$ cat src/rtl/mf_alu_pkg.sv
package mf_alu_pkg;
  localparam int unsigned WORD_W = 5;

  typedef enum logic [1:0] {
    CLS_UPPER = 2'd0,
    CLS_LESS  = 2'd1,
    CLS_ARITH = 2'd2,
    CLS_LOGIC = 2'd3
  } fn_class_e;

  typedef enum logic [1:0] {
    LG_AND = 2'd0,
    LG_OR  = 2'd1,
    LG_XOR = 2'd2,
    LG_NOR = 2'd3
  } logic_code_e;

  typedef struct packed {
    logic        sub;
    logic_code_e lcode;
    fn_class_e   cls;
  } fn_word_t;

  // Signed overflow of a + b_eff = s, judged from operand and result signs.
  function automatic logic add_overflow(input logic a_s, input logic b_s,
                                        input logic s_s);
    return (a_s == b_s) && (s_s != a_s);
  endfunction

  // Signed less-than from the difference sign and its overflow.
  function automatic logic less_from_diff(input logic diff_s, input logic ovf);
    return diff_s ^ ovf;
  endfunction
endpackage

$ cat src/rtl/mf_alu_adder.sv
module mf_alu_adder #(
  parameter int unsigned W = 32
) (
  input  logic [W-1:0] a,
  input  logic [W-1:0] b,
  input  logic         sub,
  output logic [W-1:0] sum,
  output logic         carry_out,
  output logic         ovf
);
  import mf_alu_pkg::*;

  logic [W-1:0] b_eff;
  logic [W:0]   wide;

  always_comb begin
    b_eff     = b ^ {W{sub}};
    wide      = {1'b0, a} + {1'b0, b_eff} + {{W{1'b0}}, sub};
    sum       = wide[W-1:0];
    carry_out = wide[W];
    ovf       = add_overflow(a[W-1], b_eff[W-1], wide[W-1]);
  end
endmodule

$ cat src/rtl/mf_alu_logic.sv
module mf_alu_logic #(
  parameter int unsigned W = 32
) (
  input  logic [W-1:0]              a,
  input  logic [W-1:0]              b,
  input  mf_alu_pkg::logic_code_e   code,
  output logic [W-1:0]              out
);
  import mf_alu_pkg::*;

  always_comb begin
    unique case (code)
      LG_AND:  out = a & b;
      LG_OR:   out = a | b;
      LG_XOR:  out = a ^ b;
      default: out = ~(a | b);
    endcase
  end
endmodule

$ cat src/rtl/mf_alu_select.sv
module mf_alu_select #(
  parameter int unsigned W     = 32,
  parameter int unsigned IMM_W = 16
) (
  input  mf_alu_pkg::fn_class_e cls,
  input  logic [IMM_W-1:0]      imm,
  input  logic                  less,
  input  logic [W-1:0]          arith,
  input  logic [W-1:0]          lgc,
  output logic [W-1:0]          out
);
  import mf_alu_pkg::*;

  localparam int unsigned PAD_W = W - IMM_W;

  logic [W-1:0] upper_val;
  logic [W-1:0] less_val;

  assign upper_val = {imm, {PAD_W{1'b0}}};
  assign less_val  = {{(W-1){1'b0}}, less};

  always_comb begin
    unique case (cls)
      CLS_UPPER: out = upper_val;
      CLS_LESS:  out = less_val;
      CLS_ARITH: out = arith;
      default:   out = lgc;
    endcase
  end
endmodule

$ cat src/rtl/mf_alu.sv
module mf_alu #(
  parameter int unsigned W     = 32,
  parameter int unsigned IMM_W = 16
) (
  input  logic [W-1:0]                   opnd_x,
  input  logic [W-1:0]                   opnd_y,
  input  logic [mf_alu_pkg::WORD_W-1:0]  func_word,
  output logic [W-1:0]                   result,
  output logic                           zero_flag,
  output logic                           sign_bit
);
  import mf_alu_pkg::*;

  fn_word_t     fw;
  logic [W-1:0] add_sum;
  logic         add_cout;
  logic         add_ovf;
  logic         less_bit;
  logic [W-1:0] logic_out;

  assign fw = fn_word_t'(func_word);

  mf_alu_adder #(.W(W)) u_adder (
    .a(opnd_x), .b(opnd_y), .sub(fw.sub),
    .sum(add_sum), .carry_out(add_cout), .ovf(add_ovf)
  );

  assign less_bit = less_from_diff(add_sum[W-1], add_ovf);

  mf_alu_logic #(.W(W)) u_logic (
    .a(opnd_x), .b(opnd_y), .code(fw.lcode), .out(logic_out)
  );

  mf_alu_select #(.W(W), .IMM_W(IMM_W)) u_sel (
    .cls(fw.cls), .imm(opnd_y[IMM_W-1:0]), .less(less_bit),
    .arith(add_sum), .lgc(logic_out), .out(result)
  );

  assign zero_flag = ~|result;
  assign sign_bit  = result[W-1];

  logic unused_cout;
  assign unused_cout = add_cout;
endmodule

$ cat config.mk
export PLATFORM = sky130hd
export DESIGN_NAME = mf_alu
export DESIGN_NICKNAME = d
export VERILOG_FILES = /design/src/rtl/mf_alu_pkg.sv /design/src/rtl/mf_alu_adder.sv /design/src/rtl/mf_alu_logic.sv /design/src/rtl/mf_alu_select.sv /design/src/rtl/mf_alu.sv
export SDC_FILE = /design/constraint.sdc
export NUM_CORES = 1
export LEC_CHECK = 0
export BUFFER_PORTS_ARGS = -buffer_cell sky130_fd_sc_hd__buf_2
export CORE_AREA = 2 2 102 104
export DETAILED_ROUTE_END_ITERATION = 8
export DIE_AREA = 0 0 104 106
export PLACE_DENSITY = 0.75
export RECOVER_POWER = 100
export REMOVE_ABC_BUFFERS = 1
export SYNTH_ARGS = -nofsm -noshare
export SYNTH_HDL_FRONTEND = slang
export SYNTH_SLANG_ARGS = --single-unit
$ cat constraint.sdc
create_clock -name vclk -period 3.1
set_input_delay 0.155 -clock vclk [all_inputs]
set_output_delay 0.155 -clock vclk [all_outputs]
set_load 0.01 [all_outputs]
Word-level counts from Yosys, hierarchy flattened

Cells that the tools add are included.

Memory bits (read-only): 0
Bits in latches: 0
Register bits: 0
Memories: 0
RAM bits: 0
Logic and storage cells: 21
Input port bits: 69

Div/mod/pow operators: 0
Reduce and logical (&&, ||, !) cells: 5
Shift-type cells: 0
$add $sub $neg: 2
$lt $le $gt $ge: 0
Multiplexer cells: 2
Bitwise gates (word level): 6
$mul: 0
Equality and inequality tests: 6

Operators by type and width:

| operator                                      | count |
|---|---|
| one-hot mux 32 bit (3 select lines)           | 2 |
| XOR 32 bit                                    | 2 |
| adder 32 x 1 -> 32 bit                        | 1 |
| adder 32 bit                                  | 1 |
| AND 32 bit                                    | 1 |
| inverter 32 bit                               | 1 |
| OR 32 bit                                     | 1 |
| OR reduction 32 bit                           | 1 |
| == test 2 x 1 -> 1 bit, second input constant | 2 |
| == test 2 bit, second input constant          | 2 |
| logical NOT 2 bit                             | 2 |
| == test 1 bit                                 | 1 |
| logical AND 1 bit                             | 1 |
| logical NOT 1 bit                             | 1 |
| inequality test 1 bit                         | 1 |
| XOR 1 bit                                     | 1 |

Depth between registers and ports, before layout

Gate-level depths: netlist of run 1.

Depth in word-level cells: 9
Gate-level depth with buffers: 15
Gate-level depth less buffers: 13

Modules after synthesis

From an unflattened synthesis of run 1, not the netlist that was laid out.

Cells, all modules: 669
Area, all modules: 5,014.8 um^2

Modules (own cells, without submodules):

| module        | area an instance (um^2) | seq. area each (um^2) | cells an instance | instances |
|---|---|---|---|---|
| mf_alu_logic  | 2,242.2                 | 0.0                   | 306               | 1 |
| mf_alu_adder  | 1,983.2                 | 0.0                   | 276               | 1 |
| mf_alu_select | 700.7                   | 0.0                   | 74                | 1 |
| mf_alu        | 88.8                    | 0.0                   | 13                | 1 |

Least setup slack after synthesis of run 1

No wires, ideal clock.

Path kind: in2out
From: in func_word[4] in the netlist's numbering
To: out zero_flag
Path slack: -0.365 ns
Data arrival time: 3.310 ns
Cell stages on the path: 15
Data required time: 2.945 ns
Buffers on the path: 3
Cells stage by stage: buf_2 > buf_1 > xor2_1 > ha_1 > buf_2 > a21oi_1 > o21ai_1 > a2111oi_0 > nor3_1 > or4_1 > xnor2_1 > o21ai_1 > nor4b_2 > nand4_1 > nor2_1

RTL lines:

| item                                  | line                | RTL |
|---|---|---|
| from (decl)                           | mf_alu.sv:7         | `input logic [mf_alu_pkg::WORD_W-1:0] func_word,` |
| XOR 32 bit                            | mf_alu_adder.sv:17  | `b_eff = b ^ {W{sub}};` |
| adder 32 bit                          | mf_alu_adder.sv:18  | `wide = {1'b0, a} + {1'b0, b_eff} + {{W{1'b0}}, sub};` |
| adder 32 x 1 -> 32 bit *              | mf_alu_adder.sv:18  |  |
| one-hot mux 32 bit (3 select lines) * | mf_alu_select.sv:23 | `unique case (cls)` |
| net result[29]                        | mf_alu.sv:8         | `output logic [W-1:0] result,` |
| OR reduction 32 bit *                 | mf_alu.sv:39        | `assign zero_flag = ~\|result;` |
| logical NOT 1 bit *                   | mf_alu.sv:39        |  |
| to (decl)                             | mf_alu.sv:9         | `output logic zero_flag,` |

Mark *: on every way through the listed nets, which the timed path passes. The rest lies on a longest branch.

Final worst setup path of run 1

From: in func_word[4] in the netlist's numbering
To: out zero_flag

Cells in the longest elaborated chain, start to end: 9

RTL lines:

| item                                  | line                | RTL |
|---|---|---|
| XOR 32 bit                            | mf_alu_adder.sv:17  |  |
| adder 32 bit                          | mf_alu_adder.sv:18  |  |
| adder 32 x 1 -> 32 bit                | mf_alu_adder.sv:18  |  |
| inequality test 1 bit                 | mf_alu_pkg.sv:27    | `return (a_s == b_s) && (s_s != a_s);` |
| logical AND 1 bit                     | mf_alu_pkg.sv:27    |  |
| XOR 1 bit                             | mf_alu_pkg.sv:32    | `return diff_s ^ ovf;` |
| one-hot mux 32 bit (3 select lines) * | mf_alu_select.sv:23 |  |
| OR reduction 32 bit *                 | mf_alu.sv:39        |  |
| logical NOT 1 bit *                   | mf_alu.sv:39        |  |

Every way passes the cells marked *; elsewhere a longest branch is shown, timed or not.

==> qor.txt, run 1 <==
LAYOUT
--------------------------------------------------------------------------
Final sequential cell count .................................            0
Final Cell Area .............................................    7410 um^2
Synth-to-Final Area Change ..................................        53.8%
Proportion of layout cells with a drive suffix above 1 ......        40.8%
Clkbuf count ................................................            0
Area used by sequential logic in the layout .................       0 um^2
Nets ........................................................         1115
Number of diodes ............................................            0

DRT
--------------------------------------------------------------------------
Post-route DRC ..............................................            0
First drt pass iteration count ..............................            5
Routed wire length ..........................................     19600 um
DR iter-0 viols .............................................          342
Via Count ...................................................         6207
Post-route ant nets .........................................            0
Routed length per placed instance ...........................      18.2 um
Detail-routed via count per cell ............................         5.75

DIE
--------------------------------------------------------------------------
Count of standard-cell rows .................................           37
I/O pin count ...............................................          103
Starting density of the core ................................        48.2%
Die outline area ............................................   11000 um^2
Die boundary height .........................................       106 um
Die Wd ......................................................       104 um
Core footprint ..............................................   10000 um^2

TIMING
--------------------------------------------------------------------------
Final setup violating endpoints .............................            3
Tightest hold margin ........................................       816 ps
Period minus WS final .......................................      3510 ps
Post-route clock period utilization .........................         113%
Max-slew violation total from the final report ..............            0
Peak Freq ...................................................      285 MHz
Worst slew margin relative to its limit .....................        43.2%
Final Worst Setup Slack .....................................      -406 ps
Setup repair after global routing missed its margin .........          yes
Slew of the pin with the lowest slew margin .................       850 ps
Fin. Hold Viols .............................................            0

GLOBAL ROUTE
--------------------------------------------------------------------------
Antenna violations before repair ............................            0
Grt ovf .....................................................            0
Number of global-route vias before repair ...................         6268
Largest net degree at the start of global routing ...........           24
Global-route wire length before repair ......................     30000 um
Total GRT Usage .............................................        33.3%

CRITICAL PATH
--------------------------------------------------------------------------
Maximum fanout along the worst path .........................            8
Kind of critical path ....................................... input pin to primary output
Kind of launch point of the worst setup path ................    input pin
Required time at the endpoint of the critical path ..........      2940 ps
Crit path DAT ...............................................      3350 ps
Worst Setup End Kind ........................................ primary output

POWER
--------------------------------------------------------------------------
PwrDens .....................................................  246 nW/um^2
Maximum resistive drop on vdd ...............................     0.137 mV
Net switching power of the design ...........................     0.950 mW
Share of total power consumed by net switching ..............        52.1%
P_leak ......................................................      3.88 nW
Sequential Power Share ......................................           0%
Pint ........................................................     0.875 mW
Share of power burned in the clock network ..................           0%
Logic pwr share .............................................       100.0%

SYNTHESIS
--------------------------------------------------------------------------
Avg Synthesized Cell Area ...................................    7.06 um^2
Most frequent cell after synthesis .......................... sky130_fd_sc_hd__ha_1
Area share of fa/ha/maj cells after synthesis ...............        26.1%
Leading cell types by count after synthesis ................. sky130_fd_sc_hd__ha_1 (99), sky130_fd_sc_hd__inv_1 (73), sky130_fd_sc_hd__nand2_1 (67)
Proportion of synthesized area in mux cells .................        7.84%
Dominant combinational cell family by area after synthesis ..  adder cells
Post-Syn Instances ..........................................          683
Area fraction of the dominant cell type after synthesis .....        25.7%
Synthesized-area fraction occupied by and/or/nand/nor cells .        17.9%
Cell area after synthesis ...................................    4820 um^2
Count of synthesis-stage warnings from yosys ................            0
Sequential share of the synthesized area ....................           0%
Biggest area consumer among synthesized cells ............... sky130_fd_sc_hd__ha_1
Post-synthesis xor/xnor area fraction .......................        14.4%
Compound-cell area share of the yosys netlist ...............        24.7%
Area contributors post-synth ................................ sky130_fd_sc_hd__ha_1 (26%), sky130_fd_sc_hd__xor2_1 (9.4%), sky130_fd_sc_hd__mux2i_1 (6.9%)
Yosys cell types ............................................           66

RUN
--------------------------------------------------------------------------
Max-cap violations ..........................................            0

PLACE
--------------------------------------------------------------------------
Setup Slack @ Placement .....................................      -860 ps
Final HPWL DP ...............................................     15600 um
Port bufs ...................................................          103
Instance area at placement ..................................    6690 um^2
Placer congestion estimate ..................................         1.02

WORST HOLD PATH
--------------------------------------------------------------------------
Worst hold-check path type .................................. input pin to primary output

OUTCOME
--------------------------------------------------------------------------
Result of the run ........................................... finished with violations
Violations in the final reports ............................. setup timing

-- critical path: stages --
cell,delay [ps]
sky130_fd_sc_hd__buf_8,100
sky130_fd_sc_hd__buf_12,140
sky130_fd_sc_hd__xor2_1,140
sky130_fd_sc_hd__ha_1,340
sky130_fd_sc_hd__buf_6,120
sky130_fd_sc_hd__nand2_4,60
sky130_fd_sc_hd__o22ai_4,250
sky130_fd_sc_hd__buf_6,150
sky130_fd_sc_hd__o211ai_4,90
sky130_fd_sc_hd__buf_6,140
sky130_fd_sc_hd__o31ai_4,210
sky130_fd_sc_hd__mux2_4,200
sky130_fd_sc_hd__o21ai_2,60
sky130_fd_sc_hd__or4_4,560
sky130_fd_sc_hd__nor4b_4,220
sky130_fd_sc_hd__nand4_1,120
sky130_fd_sc_hd__nor2_1,130
sky130_fd_sc_hd__buf_2,150
-- worst paths after layout --
| check | to | start | slack [ps] | cells after the start |
|---|---|---|---|---|
| worst max-delay path | zero_flag | func_word[4] | -410 | 18 |
| worst min-delay path | result[13] | func_word[1] | 820 | 4 |
-- per-layer routing --
metal  track usage (%)  up-vias  part of all wire (%)
met4              11.4        0                   3.4
li1                  -     2935                     -
met2              61.9      285                    51
met5                 0        -                     0
met1              40.2     2926                    40
met3              2.58       61                   6.3
-- timing repair --
action / 4_1_cts / 5_1_grt
setup buffers: 13 / 10
pin swaps: 34 / 33
endpoints found under the hold margin: 0 / 0
gates resized for setup: 62 / 56
endpoints found under the setup margin: 13 / 14
hold buffers: 0 / 0
-- power groups by stage --
| stage | logic [mW] | clock network [mW] | registers (mW) |
|---|---|---|---|
| 2_1_floorplan | 0.774 | 0 | 0 |
| 3_3_place_gp | 1.50 | 0 | 0 |
| 3_5_place_dp | 1.54 | 0 | 0 |
| 4_1_cts | 1.66 | 0 | 0 |
| 5_1_grt | 1.95 | 0 | 0 |
| 6_report | 1.83 | 0 | 0 |
-- cells in the final DEF, fill, tap and decap left out, drive strengths merged, types with 4 or more instances in the layout --
master,n
xor2,52
inv,73
a31oi,7
nor2b,5
nand4,10
o22ai,8
buf,299
ha,99
and3,6
nand2,67
nand2b,7
nor3,11
mux2i,34
o21ai,39
o21a,4
nand3,15
a41oi,4
nor2,36
a21o,12
a211oi,6
xnor2,27
a21oi,44
o211ai,13
a32oi,9
-- layout make-up --
class	count	area (um^2)
Multi-Input combinational cell	571	4890
Fill cell	796	2590
Inverter	73	274
Timing Repair Buffer	300	2080
Tap cell	136	170
-- kinds of logic (layout without fill, tap and decap cells) --
family                     count (synthesis)  in the layout
xor gates and xnor gates                  79             79
buffers and inverters                    112            373
muxes                                     37             37
adders and majority gates                100            100
AOI/OAI and AO/OA                        176            176
and+or+nand+nor                          179            179
-- stage by stage --
| stage | TNS (ps) | utilization [%] | power, mW | cells |
|---|---|---|---|---|
| 2_1_floorplan | 0 | - | 0.774 | 644 |
| 3_3_place_gp | -3090 | 66.9 | 1.50 | 1059 |
| 3_5_place_dp | -3010 | 66.9 | 1.54 | 1059 |
| 6_report | -482 | 74.1 | 1.83 | 1080 |
| 4_1_cts | -320 | 70.6 | 1.66 | 1072 |
| 5_1_grt | -1060 | 74.1 | 1.95 | 1080 |
Power figures use the tool's default switching activity.
==> run 2: changes to the inputs <==
Settings changed: CORE_AREA 2 2 102 104 to 2 2 104 106, DIE_AREA 0 0 104 106 to 0 0 106 108, SYNTH_HIERARCHICAL set to 1.
==> qor.txt, run 2 <==
GLOBAL ROUTE
-----------------------------------------------------------------------------------
Grt ovf ..............................................................            0   unchanged
Antenna violations before repair .....................................            0   unchanged
Global-route wire length before repair ...............................     25900 um   -14%
Number of global-route vias before repair ............................         5686   -9.3%
Total GRT Usage ......................................................        27.5%   -5.8 points
Largest net degree at the start of global routing ....................           45   +88%

TIMING
-----------------------------------------------------------------------------------
Fin Setup TNS ........................................................     -2670 ps   -2190 ps
Tightest hold margin .................................................       863 ps   +47.8 ps
Final setup violating endpoints ......................................           16   +13
Peak Freq ............................................................      268 MHz   -5.9%
Worst slew margin relative to its limit ..............................        28.5%   -15 points
Fin. Hold Viols ......................................................            0   unchanged
Max-slew violation total from the final report .......................            0   unchanged
Final Worst Setup Slack ..............................................      -628 ps   -222 ps
Post-route clock period utilization ..................................         120%   +7.2 points
Slew of the pin with the lowest slew margin ..........................      1070 ps   +223 ps
Period minus WS final ................................................      3730 ps   +222 ps
Setup repair after global routing missed its margin ..................          yes

DRT
-----------------------------------------------------------------------------------
DR iter-0 viols ......................................................          257   -25%
First drt pass iteration count .......................................            4   -1
Post-route DRC .......................................................            0   unchanged
Detail-routed via count per cell .....................................         5.33   -7.2%
Via Count ............................................................         5592   -9.9%
Routed wire length ...................................................     16100 um   -18%
Post-route ant nets ..................................................            0   unchanged
Routed length per placed instance ....................................      15.4 um   -15%

SYNTHESIS
-----------------------------------------------------------------------------------
Count of synthesis-stage warnings from yosys .........................            6   +6
Cell area after synthesis ............................................    5000 um^2   +3.8%
Post-Syn Instances ...................................................          666   -2.5%
Avg Synthesized Cell Area ............................................    7.51 um^2   +6.4%

WORST HOLD PATH
-----------------------------------------------------------------------------------
Cells on Worst Hold Path .............................................            4   unchanged
Worst hold-check path type ........................................... input pin to primary output
Critical hold path startpoint ........................................    opnd_y[6]

LAYOUT
-----------------------------------------------------------------------------------
Number of inserted filler cells in the final layout ..................          828   +4.0%
Proportion of layout cells with a drive suffix above 1 ...............        41.6%   +0.84 points
Number of diodes .....................................................            0   unchanged
Area occupied by multi-input gates ...................................    4710 um^2   -3.6%
Post-layout utilization of the core ..................................        70.6%   -3.6 points
Clkbuf count .........................................................            0   unchanged
Synth-to-Final Area Change ...........................................        44.3%
Final Cell Area ......................................................    7220 um^2   -2.6%
Count of placed standard cells in the final layout, fillers left out .         1049   -2.9%
Commonest non-fill, non-tap cell in the layout ....................... sky130_fd_sc_hd__buf_4
Leading cell types in the layout, fill and taps excluded ............. sky130_fd_sc_hd__buf_4 (162), sky130_fd_sc_hd__ha_1 (93), sky130_fd_sc_hd__buf_2 (89)
Nets .................................................................         1080   -3.1%
Area used by sequential logic in the layout ..........................       0 um^2   unchanged
Final sequential cell count ..........................................            0   unchanged

POWER
-----------------------------------------------------------------------------------
Total Power ..........................................................      1.88 mW   +3.1%
P_leak ...............................................................      3.97 nW   +2.5%
PwrDens ..............................................................  261 nW/um^2   +5.9%
Maximum resistive drop on vdd ........................................     0.139 mV   +1.6%

DIE
-----------------------------------------------------------------------------------
Core footprint .......................................................   10200 um^2   +2.3%
Die boundary height ..................................................       108 um   +1.9%
Die Wd ...............................................................       106 um   +1.9%
Count of standard-cell rows ..........................................           37   unchanged
Starting density of the core .........................................        48.9%   +0.68 points
Die outline area .....................................................   11400 um^2   +3.8%
I/O pin count ........................................................          103   unchanged

RUN
-----------------------------------------------------------------------------------
Max-cap violations ...................................................            0   unchanged

CRITICAL PATH
-----------------------------------------------------------------------------------
Total buffers and inverters traversed by the critical path ...........            6   unchanged
Kind of launch point of the worst setup path .........................    input pin
Start point of the critical path ..................................... func_word[4]
CP max stage delay ...................................................       310 ps   -250 ps
Number of cells on the critical path .................................           20   +2
Maximum fanout along the worst path ..................................            6   -2
CP max stage cell .................................................... sky130_fd_sc_hd__ha_1
Sequence of cells on the critical path ............................... buf_12 > buf_12 > xor2_2 > ha_1 > buf_6 > buf_4 > and4_1 > o211ai_2 > a21oi_2 > o21ai_2 > a21oi_2 > o22ai_2 > xnor2_1 > mux2_4 > a22o_1 > nor4_2 > buf_4 > nand4_1 > nor2_1 > buf_2
Required time at the endpoint of the critical path ...................      2940 ps   about the same
Worst Setup End Kind ................................................. primary output
Kind of critical path ................................................ input pin to primary output
Crit path max-delay family ........................................... compound AO/OA/AOI/OAI gates
Crit path DAT ........................................................      3570 ps   +220 ps

PLACE
-----------------------------------------------------------------------------------
Placer congestion estimate ...........................................        0.936   -7.9%
Setup Slack @ Placement ..............................................      -990 ps   -131 ps
Final HPWL DP ........................................................     12800 um   -18%
Port bufs ............................................................          103   unchanged
Instance area at placement ...........................................    6640 um^2   -0.77%
Number of cells in the design after placement ........................         1024   -3.3%

OUTCOME
-----------------------------------------------------------------------------------
Result of the run .................................................... finished with violations
Violations in the final reports ...................................... setup timing

CTS
-----------------------------------------------------------------------------------
Hold-fix buffer count after cts ......................................            0   unchanged

run 2: metal layers:
metal | vias up | part of all wire, % | wire, um | track usage [%]
li1 | 2794 | - | - | -
met1 | 2587 | 43 | 6900 | 33.4
met2 | 182 | 51 | 8170 | 53.3
met3 | 29 | 4.7 | 751 | 1.15
met4 | 0 | 2.0 | 317 | 6.20
met5 | - | 0 | 0 | 0
run 2: final timing paths:
kind         end  slack [ps]
max    zero_flag        -630
min   result[22]         860
run 2: area by class of cell:
cell class / instances / area share (%)
multi-input cells: 555 / 65.3
repair buffers: 283 / 28.5
inverters: 75 / 3.90
well taps: 136 / 2.36
run 2: worst min-delay path: cells and delay by family:
kind                   cells  cell delay [ps]
buffers and inverters      3              340
AOI/OAI and AO/OA          1              200
run 2: timing repair:
action,in CTS,in global routing
cloned,2,0
buffers inserted,25,4
setup endpoints to repair,19,20
pin swaps,58,11
hold endpoints to repair,0,0
gates resized for setup,60,22
run 2: power breakdown:
part / leakage [nW] / switching [mW] / total [mW] / internal (mW)
clock: 0 / 0 / 0 / 0
sequential: 0 / 0 / 0 / 0
combinational: 3.97 / 0.882 / 1.88 / 1.00
